==> src/rtl/kww_pkg.sv <==
// Shared control-word layout and constants for the keyed window watchdog.
// Assumes a 32-bit control word; field positions are fixed by the layout below.
package kww_pkg;

    typedef struct packed {
        logic [7:0] key;        // handshake key, never stored
        logic       rsv23;
        logic [4:0] ban_sel;    // ban interval = 2^(ban_sel+1) ticks
        logic       src_sel;    // 0: RC tick, 1: crystal tick
        logic       tick_gate;  // 1: ticks counted
        logic [2:0] rsv15;
        logic [4:0] tmo_sel;    // timeout = 2^(tmo_sel+1) ticks
        logic       cal_done;
        logic [2:0] rsv6;
        logic       lock;
        logic       win_mode;
        logic       spare;
        logic       enable;
    } ctrl_t;

    localparam logic [7:0]  KEY_ARM    = 8'h55;
    localparam logic [7:0]  KEY_FIRE   = 8'hAA;
    localparam logic [31:0] CTRL_RESET = 32'h0001_0080;
    localparam logic [31:0] WR_MASK    = 32'h007F_1F8F;

endpackage

==> src/rtl/kww_ctrl_reg.sv <==
// Control register with two-write key handshake, lock and mode freeze.
// Assumes one write per strobe cycle; reads are combinational.
module kww_ctrl_reg
    import kww_pkg::*;
#(
    parameter int          ADDR_W   = 4,
    parameter logic [ADDR_W-1:0] REG_ADDR = '0
) (
    input  logic              clk,
    input  logic              rst_n,
    input  logic [ADDR_W-1:0] bus_addr,
    input  logic              bus_we,
    input  logic [31:0]       bus_wdata,
    output logic [31:0]       bus_rdata,
    output ctrl_t             cfg
);

    logic  wr_hit;
    logic  armed_q;
    ctrl_t cfg_q;
    ctrl_t cfg_next;

    assign wr_hit = bus_we && (bus_addr == REG_ADDR);

    // Build the candidate word: drop key and reserved bits, freeze mode when running.
    always_comb begin
        cfg_next = ctrl_t'(bus_wdata & WR_MASK);
        if (cfg_q.enable) begin
            cfg_next.win_mode = cfg_q.win_mode;
        end
    end

    // Key sequencer and register update; lock blocks every write.
    always_ff @(posedge clk) begin
        if (!rst_n) begin
            cfg_q   <= ctrl_t'(CTRL_RESET);
            armed_q <= 1'b0;
        end else if (wr_hit && !cfg_q.lock) begin
            if (armed_q) begin
                armed_q <= 1'b0;
                if (bus_wdata[31:24] == KEY_FIRE) begin
                    cfg_q <= cfg_next;
                end
            end else begin
                armed_q <= (bus_wdata[31:24] == KEY_ARM);
            end
        end
    end

    // Read mux: stored word at the register address, zero elsewhere.
    always_comb begin
        bus_rdata = (bus_addr == REG_ADDR) ? 32'(cfg_q) : 32'h0;
    end

    assign cfg = cfg_q;

endmodule

==> src/rtl/kww_tick_sel.sv <==
// Picks the tick source and applies the tick gate and enable.
// Assumes tick inputs are already synchronous single-cycle enables.
module kww_tick_sel (
    input  logic tick_rc,
    input  logic tick_xtal,
    input  logic src_sel,
    input  logic tick_gate,
    input  logic enable,
    output logic tick
);

    // Source mux followed by the gate.
    always_comb begin
        tick = (src_sel ? tick_xtal : tick_rc) && tick_gate && enable;
    end

endmodule

==> src/rtl/kww_period_calc.sv <==
// Turns the select fields into interval lengths in ticks.
// Assumes CNT_W is wide enough for 2^33.
module kww_period_calc #(
    parameter int CNT_W = 34
) (
    input  logic [4:0]       ban_sel,
    input  logic [4:0]       tmo_sel,
    input  logic             win_mode,
    output logic [CNT_W-1:0] ban_len,
    output logic [CNT_W-1:0] total_len
);

    localparam logic [CNT_W-1:0] ONE = CNT_W'(1);

    logic [CNT_W-1:0] tmo_len;

    // Power-of-two lengths; the ban interval exists only in window mode.
    always_comb begin
        tmo_len   = ONE << (6'(tmo_sel) + 6'd1);
        ban_len   = win_mode ? (ONE << (6'(ban_sel) + 6'd1)) : '0;
        total_len = ban_len + tmo_len;
    end

endmodule

==> src/rtl/kww_counter.sv <==
// Tick counter with clear, ban-window fault and timeout pulse.
// Assumes total_len >= 2; counter held at zero while disabled.
module kww_counter #(
    parameter int CNT_W = 34
) (
    input  logic             clk,
    input  logic             rst_n,
    input  logic             enable,
    input  logic             tick,
    input  logic             clear_req,
    input  logic [CNT_W-1:0] ban_len,
    input  logic [CNT_W-1:0] total_len,
    output logic [CNT_W-1:0] cnt,
    output logic             rst_req
);

    localparam logic [CNT_W-1:0] ONE = CNT_W'(1);

    logic [CNT_W-1:0] cnt_q;
    logic             pulse_q;
    logic             in_ban;
    logic             at_end;

    // Window position and end-of-period detection.
    always_comb begin
        in_ban = cnt_q < ban_len;
        at_end = (cnt_q + ONE) >= total_len;
    end

    // Count, restart on clear, pulse on timeout or banned clear.
    always_ff @(posedge clk) begin
        if (!rst_n) begin
            cnt_q   <= '0;
            pulse_q <= 1'b0;
        end else begin
            pulse_q <= 1'b0;
            if (!enable) begin
                cnt_q <= '0;
            end else if (clear_req) begin
                cnt_q   <= '0;
                pulse_q <= in_ban;
            end else if (tick) begin
                if (at_end) begin
                    cnt_q   <= '0;
                    pulse_q <= 1'b1;
                end else begin
                    cnt_q <= cnt_q + ONE;
                end
            end
        end
    end

    assign cnt     = cnt_q;
    assign rst_req = pulse_q;

endmodule

==> src/rtl/keyed_window_watchdog.sv <==
// Top of the keyed window watchdog: control register, tick select,
// period calculation and counter. Assumes a single control register.
module keyed_window_watchdog
    import kww_pkg::*;
#(
    parameter int                ADDR_W   = 4,
    parameter logic [ADDR_W-1:0] REG_ADDR = '0,
    parameter int                CNT_W    = 34
) (
    input  logic              clk,
    input  logic              rst_n,
    input  logic [ADDR_W-1:0] bus_addr,
    input  logic              bus_we,
    input  logic [31:0]       bus_wdata,
    output logic [31:0]       bus_rdata,
    input  logic              tick_rc,
    input  logic              tick_xtal,
    input  logic              clear_req,
    output logic              rst_req
);

    ctrl_t            cfg;
    logic             tick;
    logic [CNT_W-1:0] ban_len;
    logic [CNT_W-1:0] total_len;
    logic [CNT_W-1:0] cnt;

    kww_ctrl_reg #(.ADDR_W(ADDR_W), .REG_ADDR(REG_ADDR)) u_reg (
        .clk(clk), .rst_n(rst_n), .bus_addr(bus_addr), .bus_we(bus_we),
        .bus_wdata(bus_wdata), .bus_rdata(bus_rdata), .cfg(cfg)
    );

    kww_tick_sel u_tick (
        .tick_rc(tick_rc), .tick_xtal(tick_xtal), .src_sel(cfg.src_sel),
        .tick_gate(cfg.tick_gate), .enable(cfg.enable), .tick(tick)
    );

    kww_period_calc #(.CNT_W(CNT_W)) u_calc (
        .ban_sel(cfg.ban_sel), .tmo_sel(cfg.tmo_sel), .win_mode(cfg.win_mode),
        .ban_len(ban_len), .total_len(total_len)
    );

    kww_counter #(.CNT_W(CNT_W)) u_cnt (
        .clk(clk), .rst_n(rst_n), .enable(cfg.enable), .tick(tick),
        .clear_req(clear_req), .ban_len(ban_len), .total_len(total_len),
        .cnt(cnt), .rst_req(rst_req)
    );

endmodule

==> config.mk <==
export PLATFORM = sky130hd
export DESIGN_NAME = keyed_window_watchdog
export DESIGN_NICKNAME = d
export VERILOG_FILES = /design/src/rtl/kww_pkg.sv /design/src/rtl/kww_ctrl_reg.sv /design/src/rtl/kww_tick_sel.sv /design/src/rtl/kww_period_calc.sv /design/src/rtl/kww_counter.sv /design/src/rtl/keyed_window_watchdog.sv
export SDC_FILE = /design/constraint.sdc
export NUM_CORES = 1
export LEC_CHECK = 0
export BUFFER_PORTS_ARGS = -buffer_cell sky130_fd_sc_hd__buf_4
export CORE_MARGIN = 3
export CORE_UTILIZATION = 30
export DETAILED_ROUTE_END_ITERATION = 10
export PLACE_DENSITY = 0.46
export SYNTH_ARGS = -nofsm -noshare
export SYNTH_HDL_FRONTEND = slang
export SYNTH_SLANG_ARGS = --single-unit
==> constraint.sdc <==
create_clock -name clk -period 11.2 [get_ports clk]
set_input_delay 0.56 -clock clk [delete_from_list [all_inputs] [get_ports clk]]
set_output_delay 0.56 -clock clk [all_outputs]
set_load 0.02 [all_outputs]
== Word-level counts from Yosys, hierarchy flattened ==
Index checks and enable logic that the tools add are counted.

* Logic and storage cells: 42
* Bits in registers: 53
* Bits in read-only memories: 0
* Bits in writable memories: 0
* Latch bits: 0
* Input bits: 42
* Memories: 0
* Output and inout bits: 33

* Equality and inequality tests: 2
* Multiplexer cells: 8
* $mul: 0
* Div/mod/pow operators: 0
* $lt $le $gt $ge: 2
* Reductions and logical operators: 10
* Shift-type cells: 2
* Bitwise operators: 2
* Add/subtract/negate cells: 4

{| class="wikitable"
|+ Operators with widths
! cell !! count
|-
| $mux 34 || 2
|-
| $shl 1x6->34 const A || 2
|-
| $add 34x1->34 const B || 1
|-
| $add 34x34->34 || 1
|-
| $ge 34x34->1 || 1
|-
| $lt 34x34->1 || 1
|-
| $mux 23 || 1
|-
| $add 5x1->6 const B || 2
|-
| $eq 8x7->1 const B || 1
|-
| $eq 8x8->1 const B || 1
|-
| $mux 1 || 5
|-
| $logic_and 1x1->1 || 4
|-
| $logic_not 4->1 || 1
|-
| $reduce_and 4->1 || 1
|-
| $reduce_and 3->1 || 1
|-
| $reduce_or 3->1 || 1
|-
| $not 1->1 || 2
|-
| $reduce_and 2->1 || 1
|-
| $logic_not 1->1 || 1
|}

== Depth between registers and ports, before layout ==
Gate-level depths: netlist of the first run.

* Depth in word-level cells: 8
* Depth in mapped cells: 25
* Mapped depth without buffers: 21

== Cells and area by module ==
Synthesis of the first run repeated with hierarchy kept, for this count alone.

* Cells, all modules: 972
* Area, all modules: 7185.6 µm²

{| class="wikitable"
|+ Modules (own cells, without submodules)
! module !! times used !! sequential area each (µm²) !! cells each !! area an instance (µm²)
|-
| kww_counter || 1 || 700.7 || 481 || 3788.6
|-
| kww_period_calc || 1 || 0.0 || 352 || 2192.1
|-
| kww_ctrl_reg || 1 || 360.3 || 136 || 1187.4
|-
| kww_tick_sel || 1 || 0.0 || 3 || 17.5
|}

== Worst setup path after synthesis of the first run ==
OpenSTA, ideal clock, no wires.

* Path type: reg-to-reg
* From: reg u_reg.cfg_q (netlist bit u_reg.cfg[22])
* To: reg u_cnt.cnt_q[11] (netlist: u_cnt.cnt[11])
* Buffers on the path: 3
* Period minus slack after synthesis: 4.901 ns
* Required time: 11.130 ns
* Data arrival time: 4.831 ns
* Cell stages (with the launch flop): 22
* Setup time: 0.070 ns
* Setup slack: 6.299 ns
* Cell sequence: dfxtp_1 -> clkbuf_1 -> nor3b_1 -> nand2_1 -> fa_1 -> nand2b_1 -> a21oi_1 -> o2111ai_1 -> a2111o_1 -> a31oi_1 -> nor4_1 -> a311oi_1 -> ha_1 -> nand4_1 -> nor4_1 -> and3_1 -> a211oi_1 -> o211a_1 -> clkbuf_1 -> clkbuf_1 -> nand4_1 -> a21oi_1

* Cells in the longest elaborated chain, start to end: 6

{| class="wikitable"
|+ Ends and longest elaborated chain
! element !! line !! RTL
|-
| from (decl) || kww_ctrl_reg.sv:20 || <nowiki>ctrl_t cfg_q;</nowiki>
|-
| from (signal assigned) || kww_ctrl_reg.sv:36 || <nowiki>cfg_q <= ctrl_t'(CTRL_RESET);</nowiki>
|-
| from (signal assigned) || kww_ctrl_reg.sv:42 || <nowiki>cfg_q <= cfg_next;</nowiki>
|-
| $add 5x1->6 || kww_period_calc.sv:20 || <nowiki>ban_len = win_mode ? (ONE << (6'(ban_sel) + 6'd1)) : '0;</nowiki>
|-
| $shl 1x6->34 || kww_period_calc.sv:20 ||
|-
| $mux 34 || kww_period_calc.sv:20 ||
|-
| $add 34x34->34 || kww_period_calc.sv:21 || <nowiki>total_len = ban_len + tmo_len;</nowiki>
|-
| $ge 34x34->1 || kww_counter.sv:27 || <nowiki>at_end = (cnt_q + ONE) >= total_len;</nowiki>
|-
| $mux 34 || kww_counter.sv:43 || <nowiki>if (at_end) begin</nowiki>
|-
| to (signal assigned) || kww_counter.sv:47 || <nowiki>cnt_q <= cnt_q + ONE;</nowiki>
|-
| to (decl) || kww_counter.sv:19 || <nowiki>logic [CNT_W-1:0] cnt_q;</nowiki>
|}

Every way passes these cells.
A chain may end at the register's enable or synchronous reset.

== Final worst setup path of the first run ==
* From: reg u_reg.cfg_q (netlist bit u_reg.cfg[2])
* To: reg u_cnt.pulse_q (netlist: u_cnt.rst_req)

* Cells in the longest elaborated chain, start to end: 6
* Elaborated cells between the ends (all ways): 7
* Classes of those cells: 1 x add/sub; 2 x order compare; 4 x mux

{| class="wikitable"
|+ Ends and longest elaborated chain
! element !! line !! RTL
|-
| $mux 34 * || kww_period_calc.sv:20 ||
|-
| $add 34x34->34 || kww_period_calc.sv:21 ||
|-
| $ge 34x34->1 || kww_counter.sv:27 ||
|-
| $mux 1 || kww_counter.sv:43 ||
|-
| $mux 1 || kww_counter.sv:42 || <nowiki>end else if (tick) begin</nowiki>
|-
| $mux 1 * || kww_counter.sv:39 || <nowiki>end else if (clear_req) begin</nowiki>
|-
| to (signal assigned) || kww_counter.sv:41 || <nowiki>pulse_q <= in_ban;</nowiki>
|-
| to (decl) || kww_counter.sv:20 || <nowiki>logic pulse_q;</nowiki>
|}

Every way passes the cells marked *; elsewhere a longest branch is shown, timed or not.

==> summary.txt, run 1 <==
Outcome
  • Run status: finished clean

Timing
  • Tmin final: 6.703 ns
  • Final WS setup: 4.497 ns
  • Slew HR: 41.95%
  • Hold Slack: 0.4584 ns
  • RSZ-0062 raised after global routing: no
  • Clk_skew: 0.006123 ns
  • Fmax: 0.1492 GHz
  • Fin. max-slew vios: 0
  • Final Cycle Share: 59.85%
  • Setup_tns: 0 ns
  • # setup viols final: 0
  • Final hold violations: 0
  • Slew of the pin with the lowest slew margin: 0.8689 ns

Logic synthesis
  • Post-Synthesis Cells: 970
  • Post-synth EDFFs: 0
  • Post-synth top flop: dfxtp_1
  • Yosys reg bits: 53
  • Seq/Total Area, Yosys: 15.27%
  • Warnings, synthesis: 0
  • Synth Area per Inst: 7.165 µm²
  • Synth async-reset ratio: 0%
  • Mapped Area: 6950 µm²
  • Synth unique cells: 70

Routing
  • First-pass iteration count of the detailed router: 5
  • DR vias/cell: 5.232
  • Avg WL per Cell: 16.51 µm
  • DRC: 0
  • Vias: 6665
  • Final ANT Viol Nets: 0
  • Initial drt markers: 346
  • Total wire length: 21040 µm

Placement
  • Number of buffers added on ports: 52
  • Pre-CTS setup slack: 4.318 ns
  • Post-DP HPWL: 17030 µm
  • Post-DP Area: 7500 µm²
  • Placed cell count: 1266
  • Gpl congestion: 0.9126

Critical path
  • Setup crit end: u_cnt.rst_req
  • Critical Path AT: 6.89 ns
  • Crit. Startpoint: u_reg.cfg[2]
  • RR Endpoint: u_cnt.rst_req
  • Worst Setup End Kind: flip-flop
  • Internal reg-to-reg setup slack: 4.50 ns
  • Worst setup SP type: flip-flop
  • Reg2Reg Depth: 19
  • Crit-path max FO: 23
  • WP data required: 11.38 ns
  • Critical path class: flip-flop to flip-flop
  • Worst r2r src: u_reg.cfg[2]

Pwr
  • Final Total Pwr: 0.4021 mW
  • Leakage: 3.609 nW
  • Sequential share of power: 46.8%
  • Worst-case vdd ir drop: 0.05145 mV
  • Clk pwr share: 47.1%
  • Pwr Density: 52.45 nW/µm²
  • Combinational power share: 6.1%
  • Switching power: 0.09613 mW
  • Pint: 0.3060 mW
  • Sw frac: 23.91%

Global routing
  • Total track usage: 16.92%
  • Met2 GRT Util: 25.01%
  • Vias in the first global route: 6147
  • Largest net degree at the start of global routing: 44
  • Global-route wire length before repair: 33890 µm
  • Overflow after GRT: 0
  • Met3 Track Usage GR: 2.624%
  • Most used routing layer: met1
  • Initial antenna violation count: 0
  • GR Util met1: 25.61%

Clock tree
  • Clk Latency, worst-skew pair: 0.31 ns
  • # clock sinks: 53
  • H-tree levels: 2
  • Clock Path Buffers: 2
  • Cts hold-fix bufs: 0
  • Post_cts resized: 0
  • TritonCTS Buffers: 5
  • CTS tree: done
  • Postcts setup bufs: 0
  • Clock-pin slew on the worst setup and hold paths: 0.08 ns
  • Clk root buf: clkbuf_16

Floorplan
  • Starting Density: 30.61%
  • Die ar.: 25030 µm²
  • Num rows: 55
  • Boundary Pins: 75
  • Core area: 22710 µm²
  • Die height: 158.2 µm
  • Die Wd: 158.2 µm

Finish
  • Layout Nets: 1132
  • Post-layout util: 33.76%
  • Cell Count, Final, Fillers Out: 1274
  • P&R area growth vs syn: 10.31%
  • Register area: 1061 µm²
  • Layout cells sized above 1: 8.392%
  • Ant diodes: 0
  • Area of the multi-input gates: 5444 µm²
  • Fill count: 2493
  • Post-layout instance area: 7667 µm²

Job
  • Max_cap viols: 0

Hold path
  • Hold Path Class: input pin to flip-flop
==> critical path: stages, from the launching register on <==
cell and delay (ns):
dfxtp_1 0.41, nor3b_1 0.73, nand2_1 0.32, fa_1 0.51, nand2b_1 0.17, a21oi_1 0.19, o2111ai_1 0.24, a2111o_1 0.49
a31oi_1 0.39, nor4bb_1 0.10, a311oi_1 0.45, ha_1 0.22, nand4_1 0.12, nor4_1 0.62, and3_1 0.32, a211oi_1 0.07
o211a_1 0.34, buf_4 0.34, and2_1 0.21, o32ai_1 0.34
==> kinds of logic (layout without fill, tap and decap cells) <==
| family | Yosys count | in the layout | synth area share, % |
|---|---|---|---|
| muxes | 4 | 4 | 0.5941 |
| xor gates and xnor gates | 57 | 57 | 7.183 |
| other | 2 | 18 | 0.1081 |
| AOI/OAI and AO/OA | 205 | 205 | 19.64 |
| and+or+nand+nor | 429 | 429 | 31.43 |
| buffers and inverters | 118 | 121 | 7.309 |
| DFF | 53 | 53 | 15.27 |
| adders and majority gates | 102 | 102 | 18.47 |
==> final cells by class <==
type	count	area share, %
Clock buffer	6	1.681
Clock inverter	2	0.5059
Inverter	56	2.742
Multi-Input combinational cell	815	71.00
Sequential cell	53	13.84
Tap cell	285	4.651
Timing Repair Buffer	57	5.581
==> power groups by stage <==
stage	clock (mW)	combinational, mW	sequential, mW
final	0.189	0.0247	0.188
after global routing	0.199	0.0275	0.188
after CTS	0.196	0.0247	0.188
after detailed placement	0	0.0246	0.193
after global placement	0	0.0246	0.193
after floorplan	0	0.0159	0.193
==> registers in the layout (all words and copies together) (netlist names) <==
name           count
u_cnt.cnt         34
u_cnt.rst_req      1
u_reg.armed_q      1
u_reg.cfg         17
==> cells in the final DEF (no fill, tap or decap), drive strengths merged, types with 16 or more instances in the layout <==
| cell type | n |
|---|---|
| inv | 56 |
| xnor2 | 36 |
| o211ai | 19 |
| a21o | 17 |
| nand4 | 40 |
| buf | 57 |
| a21oi | 63 |
| nand3 | 41 |
| conb | 18 |
| nor4 | 19 |
| and3 | 29 |
| and2 | 26 |
| nand2 | 138 |
| ha | 101 |
| xor2 | 21 |
| a21boi | 16 |
| dfxtp | 53 |
| nor2 | 80 |
| o21ai | 33 |
==> Yosys cell counts (5+ instances only) <==
cell type  instances  area (µm²)
clkbuf_1          42       157.7
o21bai_1           6       45.04
buf_4             16       120.1
and4_1             6       52.55
a21o_1            17       127.6
nand4_1           39       244.0
a211oi_1           9       67.56
nand2b_1           9       56.30
xor2_1            21       183.9
and3_1            28       175.2
o21ai_0           32       160.2
nand3_1           41       205.2
a311oi_1           6       52.55
nor4_1            17       106.4
and2_1            25       156.4
ha_1             101        1264
xnor2_1           36       315.3
nand2_1          138       518.0
nor2b_1            5       31.28
nor2_1            80       300.3
a21boi_0          15       112.6
a21oi_1           63       315.3
o211ai_1          19       142.6
dfxtp_1           53        1061
inv_1             55       206.5
nor3_1             8       40.04
==> worst min-delay path by stage <==
stage / startpoint / endpoint / slack (ns) / cells after the start
after floorplan: u_reg.cfg[7] / u_reg.cfg[7] / 0.43 / 2
after global placement: u_reg.cfg[7] / u_reg.cfg[7] / 0.45 / 2
after detailed placement: u_reg.cfg[7] / u_reg.cfg[7] / 0.45 / 2
after CTS: bus_wdata[7] / u_reg.cfg[7] / 0.45 / 3
after global routing: bus_wdata[7] / u_reg.cfg[7] / 0.47 / 3
final: bus_wdata[7] / u_reg.cfg[7] / 0.46 / 3
==> layer usage <==
metal / part of all wire [%] / routed length, µm / vias up
met5: 0 / 0 / -
met4: 1.9 / 393 / 0
met3: 4.4 / 921 / 25
met2: 41 / 8728 / 164
met1: 52 / 10990 / 2982
li1: - / - / 3494
(Power assumes the default switching activity.)
==> run 2, diff against run 1 <==
- clock period: 11.2 -> 6.95 ns (I/O delays scaled with it)
==> run 2 against run 1 <==
Effect of this change: register-to-register slack got worse by 3.6 ns; largest cell class unchanged; fmax increased by 11%; worst hold slack got worse by 0.21 ns; core utilization increased by 0.15 points; wire length increased by 2.4%; sequential power increased by 61%; sequential cell count unchanged; critical path depth unchanged; via count increased by 1.5%; clock skew increased by 0.0026 ns; die area unchanged.
==> summary.txt, run 2 (synthesized netlist as in run 1, its figures left out) <==
Timing
  • Final Cycle Share: 86.88% (+27 points)
  • # setup viols final: 0 (unchanged)
  • Slew of the pin with the lowest slew margin: 0.8227 ns (-0.04619 ns)
  • Final WS setup: 0.9116 ns (-3.585 ns)
  • Fmax: 0.1656 GHz (+11%)
  • Fin. max-slew vios: 0 (unchanged)
  • Clk_skew: 0.008704 ns (+0.002581 ns)
  • Final hold violations: 0 (unchanged)
  • Slew HR: 45.15% (+3.2 points)
  • Setup_tns: 0 ns (unchanged)
  • Tmin final: 6.038 ns (-0.6648 ns)
  • RSZ-0062 raised after global routing: no

Finish
  • Fill count: 2472 (-0.84%)
  • Most common cell after layout, fill and taps aside: nand2_1
  • P&R area growth vs syn: 10.82%
  • Layout Nets: 1136 (+0.35%)
  • Most frequent cells in the layout: nand2_1 (138), ha_1 (101), nor2_1 (79)
  • Layout cells sized above 1: 8.761% (+0.37 points)
  • Number of flip-flops in the largest register: 34 (unchanged)
  • Ant diodes: 0 (unchanged)
  • Post-layout util: 33.92% (+0.15 points)

Clock tree
  • TritonCTS Buffers: 5 (unchanged)
  • Clock Path Buffers: 2 (unchanged)
  • Clk Latency, worst-skew pair: 0.31 ns (about the same)
  • Postcts setup bufs: 0 (unchanged)
  • H-tree levels: 2 (unchanged)
  • Post_cts resized: 0 (unchanged)
  • # clock sinks: 53 (unchanged)
  • Cts hold-fix bufs: 0 (unchanged)
  • Clock-pin slew on the worst setup and hold paths: 0.08 ns (about the same)
  • Clk root buf: clkbuf_16
  • CTS tree: done

Global routing
  • Largest net degree at the start of global routing: 44 (unchanged)
  • Vias in the first global route: 6295 (+2.4%)
  • GR Util met1: 25.51% (-0.099 points)
  • Met2 GRT Util: 26.29% (+1.3 points)
  • Initial antenna violation count: 0 (unchanged)
  • Met3 Track Usage GR: 2.706% (+0.082 points)
  • Total track usage: 17.26% (+0.34 points)
  • Global-route wire length before repair: 34500 µm (+1.8%)
  • Most used routing layer: met2
  • Overflow after GRT: 0 (unchanged)

Floorplan
  • Core area: 22710 µm² (unchanged)
  • Die height: 158.2 µm (unchanged)
  • Die ar.: 25030 µm² (unchanged)
  • Die Wd: 158.2 µm (unchanged)
  • Boundary Pins: 75 (unchanged)
  • Starting Density: 30.61% (unchanged)
  • Num rows: 55 (unchanged)

Critical path
  • Reg2Reg Depth: 19 (unchanged)
  • Critical Path AT: 6.23 ns (-0.66 ns)
  • Critical path class: flip-flop to flip-flop
  • Crit-path max FO: 34 (+48%)
  • Worst Setup End Kind: flip-flop
  • Worst setup SP type: flip-flop
  • Internal reg-to-reg setup slack: 0.91 ns (-3.59 ns)
  • Worst r2r src: u_reg.cfg[9]
  • WP data required: 7.14 ns (-4.24 ns)
  • RR Endpoint: u_cnt.cnt[30]

Outcome
  • Run status: finished clean

Routing
  • Total wire length: 21540 µm (+2.4%)
  • Avg WL per Cell: 16.85 µm (+2.1%)
  • Final ANT Viol Nets: 0 (unchanged)
  • DR vias/cell: 5.294 (+1.2%)
  • DRC: 0 (unchanged)
  • Initial drt markers: 366 (+5.8%)
  • First-pass iteration count of the detailed router: 5 (unchanged)
  • Vias: 6766 (+1.5%)

Placement
  • Pre-CTS setup slack: 0.8575 ns (-3.461 ns)
  • Gpl congestion: 0.8738 (-4.3%)
  • Post-DP HPWL: 17060 µm (+0.16%)
  • Number of buffers added on ports: 52 (unchanged)

Pwr
  • Switching power: 0.1583 mW (+65%)
  • Clk pwr share: 48.1% (+1.0 points)
  • Sequential share of power: 45.9% (-0.9 points)
  • Leakage: 3.632 nW (+0.65%)
  • Worst-case vdd ir drop: 0.08285 mV (+61%)
  • Pint: 0.5025 mW (+64%)
  • Pwr Density: 85.79 nW/µm² (+64%)
  • Sw frac: 23.96% (+0.050 points)
  • Final Total Pwr: 0.6608 mW (+64%)
  • Combinational power share: 6.0% (about the same)

Job
  • Max_cap viols: 0 (unchanged)

Hold path
  • WHS Path Cells: 3 (unchanged)
  • Hold Path Class: input pin to flip-flop
  • Worst Hold End: u_reg.cfg[7]
  • Source of the worst hold timing path: bus_wdata[7]
-- run 2: changes by cell type in the layout (fill, tap and decap cells not counted), sizes merged --
cell / change
clkinv: -1
buf: +4
clkbuf: +1
-- run 2: worst max-delay path by stage --
stage                  startpoint             to  cells past startpoint
floorplan           u_reg.cfg[22]  u_cnt.cnt[11]                     21
global placement     u_reg.cfg[9]  u_cnt.cnt[28]                     19
detailed placement   u_reg.cfg[9]  u_cnt.cnt[30]                     19
CTS                  u_reg.cfg[9]  u_cnt.cnt[30]                     19
global route         u_reg.cfg[9]  u_cnt.cnt[30]                     19
finish               u_reg.cfg[9]  u_cnt.cnt[30]                     19
-- run 2: final cells by class --
class                      count  area (µm²)  share of cell area (%)
tap                          285       356.6                   4.630
timing repair buffer          61       457.9                   5.945
multi-input combinational    815        5444                   70.68
sequential                    53        1061                   13.78
clock inverter                 1       30.03                  0.3899
clock buffer                   7       142.6                   1.852
inverter                      56       210.2                   2.729
-- run 2: critical path: stages (launching register included) --
cell and delay, ns:
dfxtp_1 0.38, or3_1 0.49, or2_2 0.35, fa_1 0.45
nand2b_1 0.17, a21oi_1 0.21, o2111ai_1 0.25, a2111o_1 0.52
a31oi_1 0.39, nor4_1 0.08, a311oi_1 0.52, ha_1 0.21
nand4_1 0.13, nor4_1 0.60, and3_1 0.31, a211oi_1 0.07
o211a_1 0.14, buf_4 0.26, a41oi_1 0.25, mux2i_1 0.11
-- run 2: metal layers --
metal / wire, µm / up-vias
met2: 9049 / 151
met5: 0 / -
met4: 422 / 0
met1: 11140 / 3098
li1: - / 3494
met3: 930 / 23
-- run 2: metrics by stage --
step | hold slack, ns | instances | cell area (µm²)
6_report | 0.2510 | 1278 | 7702
5_1_grt | 0.2679 | 1278 | 7702
4_1_cts | 0.2425 | 1278 | 7702
3_5_place_dp | 0.4512 | 1270 | 7530
3_3_place_gp | 0.4512 | 1270 | 7530
2_1_floorplan | 0.4320 | 986 | 7010
-- run 2: power groups by stage --
stage / sequential [mW] / combinational, mW / clock [mW]
2_1_floorplan: 0.310 / 0.0256 / 0
3_3_place_gp: 0.310 / 0.0396 / 0
3_5_place_dp: 0.310 / 0.0396 / 0
4_1_cts: 0.303 / 0.0397 / 0.322
5_1_grt: 0.303 / 0.0441 / 0.330
6_report: 0.303 / 0.0397 / 0.318
==> run 3, diff against run 2 <==
- CTS_BUF_LIST: unset -> sky130_fd_sc_hd__clkbuf_16
==> run 3 against run 2 <==
Effect of this change: global-route usage is essentially flat; first-iteration DRC count grew 2.7%; sequential cell count is the same; sequential share of layout area is essentially flat; combinational power is essentially flat; critical path depth is the same; worst setup slack gained 0.012 ns; core utilization is essentially flat; worst hold slack is essentially flat; total power shrank 2.3%; register-to-register slack is essentially flat.
==> summary.txt, run 3 (synthesized netlist as in run 1, its figures left out) <==
Floorplan
  • Die height: 158.2 µm (unchanged)
  • Num rows: 55 (unchanged)
  • Boundary Pins: 75 (unchanged)
  • Die ar.: 25030 µm² (unchanged)
  • Die Wd: 158.2 µm (unchanged)
  • Starting Density: 30.61% (unchanged)
  • Core area: 22710 µm² (unchanged)

Pwr
  • Pwr Density: 83.92 nW/µm² (-2.2%)
  • Leakage: 3.631 nW (about the same)
  • Final Total Pwr: 0.6455 mW (-2.3%)
  • Worst-case vdd ir drop: 0.08271 mV (-0.17%)

Finish
  • P&R area growth vs syn: 10.68%
  • Most common cell after layout, fill and taps aside: nand2_1
  • Layout cells sized above 1: 8.661% (-0.10 points)
  • Most frequent cells in the layout: nand2_1 (138), ha_1 (101), nor2_1 (79)
  • Ant diodes: 0 (unchanged)
  • Layout Nets: 1136 (unchanged)
  • Post-layout util: 33.87% (-0.044 points)
  • Number of flip-flops in the largest register: 34 (unchanged)

Critical path
  • Worst r2r src: u_reg.cfg[9]
  • Buf/Inv on CP: 1 (unchanged)
  • Crit path cell chain: or3_1 > or2_2 > fa_1 > nand2b_1 > a21oi_1 > o2111ai_1 > a2111o_1 > a31oi_1 > nor4_1 > a311oi_1 > ha_1 > nand4_1 > nor4_1 > and3_1 > a211oi_1 > o211a_1 > buf_4 > a41oi_1 > mux2i_1
  • Worst Setup End Kind: flip-flop
  • Worst setup SP type: flip-flop
  • CP max stage cell: nor4_1
  • RR Endpoint: u_cnt.cnt[30]
  • Crit-path max FO: 34 (unchanged)
  • Reg2Reg Depth: 19 (unchanged)
  • WP data required: 7.14 ns (about the same)
  • Critical Path Stages: 19 (unchanged)
  • Critical path class: flip-flop to flip-flop
  • CP max stage delay: 0.60 ns (about the same)
  • Internal reg-to-reg setup slack: 0.92 ns (about the same)
  • Delay-heaviest family, CP: compound AO/OA/AOI/OAI gates
  • CP most frequent cell: nor4_1
  • Critical Path AT: 6.21 ns (-0.02 ns)

Routing
  • Total wire length: 21470 µm (-0.34%)
  • DRC: 0 (unchanged)
  • Vias: 6767 (+0.015%)
  • Met2 routed wirelength: 8978 µm (-0.78%)
  • First-pass iteration count of the detailed router: 5 (unchanged)
  • Final ANT Viol Nets: 0 (unchanged)
  • Met3 WL: 958 µm (+3.0%)
  • Top sig layer: met4
  • M1 WL: 11110 µm (-0.27%)
  • DR vias/cell: 5.295 (about the same)
  • Avg WL per Cell: 16.80 µm (-0.34%)
  • Initial drt markers: 376 (+2.7%)

Global routing
  • Overflow after GRT: 0 (unchanged)
  • Total track usage: 17.26% (about the same)
  • Vias in the first global route: 6293 (-0.032%)
  • Initial antenna violation count: 0 (unchanged)
  • Global-route wire length before repair: 34490 µm (about the same)
  • Largest net degree at the start of global routing: 44 (unchanged)

Timing
  • # setup viols final: 0 (unchanged)
  • Final hold violations: 0 (unchanged)
  • Clk_skew: 0.007729 ns (-0.0009748 ns)
  • Setup_tns: 0 ns (unchanged)
  • Hold Slack: 0.2508 ns (-0.0001590 ns)
  • Fmax: 0.1659 GHz (+0.20%)
  • Fin. max-slew vios: 0 (unchanged)
  • Slew HR: 44.04% (-1.1 points)
  • Tmin final: 6.026 ns (-0.01212 ns)
  • RSZ-0062 raised after global routing: no
  • Final Cycle Share: 86.71% (-0.17 points)
  • Slew of the pin with the lowest slew margin: 0.8394 ns (+0.01669 ns)

Job
  • Max_cap viols: 0 (unchanged)

Clock tree
  • CTS tree: done
  • Post_cts resized: 0 (unchanged)
  • Cts hold-fix bufs: 0 (unchanged)
  • # clock sinks: 53 (unchanged)
  • H-tree levels: 2 (unchanged)
  • Clock Path Buffers: 2 (unchanged)
  • Postcts setup bufs: 0 (unchanged)
  • Clock-pin slew on the worst setup and hold paths: 0.07 ns (about the same)
  • Clk Latency, worst-skew pair: 0.31 ns (about the same)
  • Clk root buf: clkbuf_16
  • TritonCTS Buffers: 5 (unchanged)

Placement
  • Gpl congestion: 0.8738 (unchanged)
  • Post-DP HPWL: 17060 µm (unchanged)
  • Number of buffers added on ports: 52 (unchanged)

Hold path
  • Hold Path Class: input pin to flip-flop
  • WHS Path Cells: 3 (unchanged)
  • Worst Hold End: u_reg.cfg[7]
  • Source of the worst hold timing path: bus_wdata[7]

Outcome
  • Run status: finished clean
==> run 3: cell types whose count changed in the layout (fill, tap and decap cells not counted) <==
| cell | previous run | this run |
|---|---|---|
| clkbuf_8 | 1 | 0 |
| clkinv_1 | 0 | 1 |
| clkbuf_1 | 1 | 0 |
| inv_1 | 55 | 56 |
==> run 3: tightest hold or removal path: stages <==
cell,delay [ns]
buf_4,0.07
nand2_1,0.04
nand3_1,0.07
==> run 3: how the worst max path moves through the flow <==
stage,startpoint,endpoint
after floorplan,u_reg.cfg[22],u_cnt.cnt[11]
after global placement,u_reg.cfg[9],u_cnt.cnt[28]
after detailed placement,u_reg.cfg[9],u_cnt.cnt[30]
after CTS,u_reg.cfg[9],u_cnt.cnt[30]
after global routing,u_reg.cfg[9],u_cnt.cnt[30]
final,u_reg.cfg[9],u_cnt.cnt[30]
==> run 3: where the power goes <==
part / internal (mW) / switching (mW)
logic: 0.0181 / 0.0216
registers: 0.303 / 0.000000958
clock network: 0.169 / 0.134
==> run 3: stage by stage <==
step	cell area (µm²)	setup WS (ns)	instances
floorplan	7010	2.049	986
global placement	7530	0.9016	1270
detailed placement	7530	0.8575	1270
CTS	7692	0.8291	1278
global route	7692	0.5902	1278
finish	7692	0.9237	1278
==> run 3: final cells by class <==
type | instances | area [µm²]
Fill cell | 2473 | 15020
Clock buffer | 5 | 125.1
Multi-Input combinational cell | 815 | 5444
Tap cell | 285 | 356.6
Inverter | 56 | 210.2
Timing Repair Buffer | 61 | 457.9
Sequential cell | 53 | 1061
Clock inverter | 3 | 37.54
==> run 3: metal layers <==
| metal | vias to the layer above | global-route usage [%] |
|---|---|---|
| met5 | - | 0 |
| met1 | 3082 | 25.51 |
| li1 | 3496 | - |
| met4 | 0 | 3.892 |
| met2 | 166 | 26.31 |
| met3 | 23 | 2.706 |
